## config.mk

```make
export PLATFORM = sky130hd
export DESIGN_NAME = uart_irq_ident
export DESIGN_NICKNAME = d
export VERILOG_FILES = /design/src/rtl/uart_irq_pkg.sv /design/src/rtl/irq_sticky.sv /design/src/rtl/irq_prio_sel.sv /design/src/rtl/uart_irq_ident.sv
export SDC_FILE = /design/constraint.sdc
export NUM_CORES = 1
export LEC_CHECK = 0
export CORE_AREA = 5 5 42 44
export CTS_BUF_LIST = sky130_fd_sc_hd__clkbuf_16
export CTS_CLUSTER_DIAMETER = 100
export DETAILED_ROUTE_END_ITERATION = 8
export DIE_AREA = 0 0 47 49
export PLACE_DENSITY = 0.74
export SETUP_SLACK_MARGIN = 0.4
export SLEW_MARGIN = 0
export SYNTH_ARGS = -nofsm -noshare
export SYNTH_HDL_FRONTEND = slang
export SYNTH_SLANG_ARGS = --single-unit
```

## constraint.sdc

```tcl
create_clock -name clk -period 4.4 [get_ports clk]
set_clock_uncertainty 0.1 [all_clocks]
set_input_delay 1.1 -clock clk [delete_from_list [all_inputs] [get_ports clk]]
set_output_delay 1.1 -clock clk [all_outputs]
set_load 0.1 [all_outputs]
```

## src/rtl/uart_irq_pkg.sv

```systemverilog
package uart_irq_pkg;

  localparam int NSRC   = 7;
  localparam int NSTICK = 5;
  localparam int NEN    = 6;
  localparam int ISR_W  = 8;
  localparam int CODE_W = 6;

  typedef enum logic [2:0] {
    SRC_LINE  = 3'd0,
    SRC_RXRDY = 3'd1,
    SRC_RXTO  = 3'd2,
    SRC_THRE  = 3'd3,
    SRC_MODEM = 3'd4,
    SRC_XOFF  = 3'd5,
    SRC_FLOW  = 3'd6,
    SRC_NONE  = 3'd7
  } src_e;

  localparam logic [CODE_W-1:0] CODE_IDLE = 6'h01;

  function automatic logic [CODE_W-1:0] code_of(input src_e s);
    case (s)
      SRC_LINE:  code_of = 6'h06;
      SRC_RXRDY: code_of = 6'h04;
      SRC_RXTO:  code_of = 6'h0C;
      SRC_THRE:  code_of = 6'h02;
      SRC_MODEM: code_of = 6'h00;
      SRC_XOFF:  code_of = 6'h10;
      SRC_FLOW:  code_of = 6'h20;
      default:   code_of = CODE_IDLE;
    endcase
  endfunction

endpackage

```

## src/rtl/irq_sticky.sv

```systemverilog
module irq_sticky #(
  parameter int W = 5
) (
  input  logic         clk,
  input  logic         rst_n,
  input  logic [W-1:0] set,
  input  logic [W-1:0] clr,
  output logic [W-1:0] q
);

  logic [W-1:0] q_nxt;
  logic         upd;

  // a set always wins over a clear in the same cycle
  always_comb begin
    upd   = (|set) || (|clr);
    q_nxt = set | (q & ~clr);
  end

  always_ff @(posedge clk or negedge rst_n) begin
    if (!rst_n) begin
      q <= '0;
    end else if (upd) begin
      q <= q_nxt;
    end
  end

endmodule

```

## src/rtl/irq_prio_sel.sv

```systemverilog
module irq_prio_sel
  import uart_irq_pkg::*;
#(
  parameter int N = NSRC
) (
  input  logic [N-1:0] pend,
  output src_e         sel,
  output logic         any
);

  // lowest index is most urgent
  always_comb begin
    sel = SRC_NONE;
    for (int i = N - 1; i >= 0; i--) begin
      if (pend[i]) sel = src_e'(i);
    end
    any = |pend;
  end

endmodule

```

## src/rtl/uart_irq_ident.sv

```systemverilog
module uart_irq_ident
  import uart_irq_pkg::*;
(
  input  logic             clk,
  input  logic             rst_n,
  input  logic [NEN-1:0]   src_en,
  input  logic             ext_en,
  input  logic             fifo_en,
  input  logic             line_err_evt,
  input  logic             rx_ready,
  input  logic             rx_timeout,
  input  logic             thr_empty_evt,
  input  logic             modem_evt,
  input  logic             xoff_det,
  input  logic             xon_det,
  input  logic             flow_evt,
  input  logic             rd_isr,
  output logic [ISR_W-1:0] isr,
  output logic             irq
);

  localparam int PFX_W = ISR_W - CODE_W;

  // sticky index: 0 line, 1 thre, 2 modem, 3 xoff, 4 flow
  logic [NSTICK-1:0] st_set, st_clr, st_q;
  logic [NSRC-1:0]   raw, mask, pend;
  src_e              sel;
  logic              any;

  always_comb begin
    st_set = {flow_evt, xoff_det, modem_evt, thr_empty_evt, line_err_evt};
    st_clr[0] = rd_isr && (sel == SRC_LINE);
    st_clr[1] = rd_isr && (sel == SRC_THRE);
    st_clr[2] = rd_isr && (sel == SRC_MODEM);
    st_clr[3] = xon_det;
    st_clr[4] = rd_isr && (sel == SRC_FLOW);
  end

  irq_sticky #(.W(NSTICK)) u_sticky (
    .clk   (clk),
    .rst_n (rst_n),
    .set   (st_set),
    .clr   (st_clr),
    .q     (st_q)
  );

  always_comb begin
    raw[SRC_LINE]  = st_q[0];
    raw[SRC_RXRDY] = rx_ready;
    raw[SRC_RXTO]  = rx_timeout;
    raw[SRC_THRE]  = st_q[1];
    raw[SRC_MODEM] = st_q[2];
    raw[SRC_XOFF]  = st_q[3];
    raw[SRC_FLOW]  = st_q[4];

    mask[SRC_LINE]  = src_en[0];
    mask[SRC_RXRDY] = src_en[1];
    mask[SRC_RXTO]  = src_en[1];
    mask[SRC_THRE]  = src_en[2];
    mask[SRC_MODEM] = src_en[3];
    mask[SRC_XOFF]  = src_en[4] && ext_en;
    mask[SRC_FLOW]  = src_en[5] && ext_en;

    pend = raw & mask;
  end

  irq_prio_sel #(.N(NSRC)) u_sel (
    .pend (pend),
    .sel  (sel),
    .any  (any)
  );

  always_comb begin
    isr = {{PFX_W{fifo_en}}, code_of(sel)};
    irq = any;
  end

endmodule

```

==> flow_summary.yaml <==
logic_synthesis:
  synthTopCellsByCount: "dfrtp_1 (5), nand2_1 (5), a21o_1 (3), nor2_1 (3)"
  synth_top_cell_area_share: 0.3497
  synth_edf_count: 0
  synthArstFlopShare: 1.000
  netlist_instances: 39
  synth_nets: 58
  synth_ff_type: "dfrtp_1"
  syn_area_um2: 357.8
  synth-seq-cells: 5
  ys_warn_count: 0
  ys_seq_area_frac: 0.3497
  avgSynthCellArea_um2: 9.175
  ys_top_cells_by_area: "dfrtp_1 (35%), a21o_1 (6.3%), nand3b_4 (5.6%)"
  yosysTopAreaCell: "dfrtp_1"
  ys_types: 22
clock_network:
  cts_max_level: 1
  clkTransAtPathRegs_ps: 30
  cts_buffers: 3
  clock_latency_ps: 220
  post_cts_resized: 0
  clock-sinks: 5
  cts_root_buf: "clkbuf_16"
  clk_path_buf_depth: 2
  ctsHoldBuffers: 0
  cts_tree: "yes"
  postCtsSetupRepairBufs: 0
timing:
  min_period_over_period: 0.8491
  hold_violations: 0
  finalSetupViolCount: 0
  fin_setup_tns_ps: 0
  rsz0062_at_grt: "no"
  drv_slew: 0
  worst_pin_slew_ps: 282.2
  layout_min_cycle_time_ps: 3736
  relSlewSlack: 0.8134
  max_freq_ghz: 0.2677
detailed_routing:
  dr.pass1.iters: 1
  drt_iter0_markers: 0
  vias_per_cell: 4.630
  ant_nets: 0
  wl_um: 909
  vias: 375
  routedWlPerCell_um: 11.22
  drc: 0
layout:
  antenna_cells: 0
  drive_gt1_frac: 0.2308
  nNetsFinal: 85
  top_regs: "u_sticky.q: 5 flops"
  area_growth_pct: 100.3
  fin_area_um2: 716.9
  regMostFlops: "u_sticky.q"
  largest_reg_flops: 5
worst_setup_path:
  cp_cell_sequence: "clkdlybuf4s50_1 > nand2_1 > a41oi_1 > o211ai_1 > or2_2 > buf_12"
  cp.arrival_ps: 2540
  required_ps: 3200
  crit_path_max_fanout: 3
  endpoint_kind: "output pin"
  worstSetupPathType: "primary input to output pin"
  timing.critical_path.slowest_stage_cell: "clkdlybuf4s50_1"
  max_stage_delay_ps: 470
  startpoint_type: "primary input"
die:
  start_util: 0.2554
  io_pins: 28
  core_um2: 1401
  die_area_um2: 2303
  die_h_um: 49
  die-width_um: 47
  rows: 14
global_routing:
  grt_max_degree: 6
  grt_overflow: 0
  first_global_vias: 376
  antenna_found_initial: 0
  grt_pass1_wl_mm: 1.407
  grt_usage: 0.08280
status:
  status: "complete, no violations"
pwr:
  power_density_nw_per_um2: 371.6
  p_leak_nw: 0.3031
  vdd_ir_drop_max_mv: 0.2410
place:
  numPortBuffers: 24
  postPlaceCellArea_um2: 638.1
  globalplace.congestion: 0.6930
run:
  cap_violations: 0
hold_path:
  hp-class: "flip-flop to flip-flop"
area by class of cell:
class                           count  area (um2)
Inverter                            2       7.507
Timing Repair Buffer               24       272.8
Clock buffer                        3       75.07
Multi-Input combinational cell     30       212.7
Sequential cell                     5       125.1
Clock inverter                      1       3.754
Fill cell                         133       684.4
Tap cell                           16       20.02
placed cells by master, fill, tap and decap left out, types with 2 or more instances in the layout:
| cell type | synthesis | routed |
|---|---|---|
| o32a_1 | 2 | 2 |
| nand2b_1 | 2 | 2 |
| clkdlybuf4s50_1 | 0 | 17 |
| nand2_1 | 5 | 5 |
| clkbuf_16 | 0 | 3 |
| nand3_1 | 2 | 2 |
| a21o_1 | 3 | 3 |
| buf_12 | 0 | 4 |
| dfrtp_1 | 5 | 5 |
| nor2_1 | 3 | 2 |
| inv_1 | 2 | 3 |
| buf_4 | 2 | 3 |
cell families after synthesis:
logic type | share of synthesized area
buffers and inverters | 0.06293
flip-flops | 0.3497
AND/OR/NAND/NOR | 0.2763
AO/OA/AOI/OAI | 0.3112
critical path: cells and delay by family:
kind,cells,cell delay (ps)
AOI/OAI and AO/OA,2,390
buffers and inverters,2,640
and+or+nand+nor,2,390
path summary, 6_finish.rpt:
check | end | start | slack (ps) | cells after the start
worst max-delay path | irq | src_en[4] | 660 | 6
worst min-delay path | u_sticky.q[4] | u_sticky.q[4] | 400 | 1
worst max register to register | u_sticky.q[2] | u_sticky.q[3] | 2940 | 4
worst min register to register | u_sticky.q[4] | u_sticky.q[4] | 400 | 1
max in group asynchronous | u_sticky.q[0] | rst_n | 3010 | 1
min in group asynchronous | u_sticky.q[4] | rst_n | 1000 | 1
power breakdown:
part	switching [mW]	leakage (nW)	internal, mW
clock	0.0275	0.0423	0.117
combinational	0.0411	0.213	0.0296
sequential	0.00215	0.0480	0.0486
layer usage:
metal | vias up | part of all wire | track usage
li1 | 196 | - | -
met1 | 166 | 0.38 | 0.09598
met2 | 13 | 0.52 | 0.1244
met3 | 0 | 0.10 | 0.02583
met4 | 0 | 0 | 0.05530
met5 | - | 0 | 0
per-stage QoR:
step	setup WS [ps]	total power [mW]	utilization	hold WS [ps]	instances
4_1_cts	645.8	0.2702	0.5116	403.6	81
2_1_floorplan	354.1	0.1010	-	362.3	39
3_5_place_dp	646.1	0.1224	0.4554	392.6	77
3_3_place_gp	648.7	0.1218	0.4554	384.0	77
6_report	663.8	0.2664	0.5116	397.6	81
5_1_grt	554.9	0.2759	0.5116	414.6	81
Power figures use the tool's default switching activity.
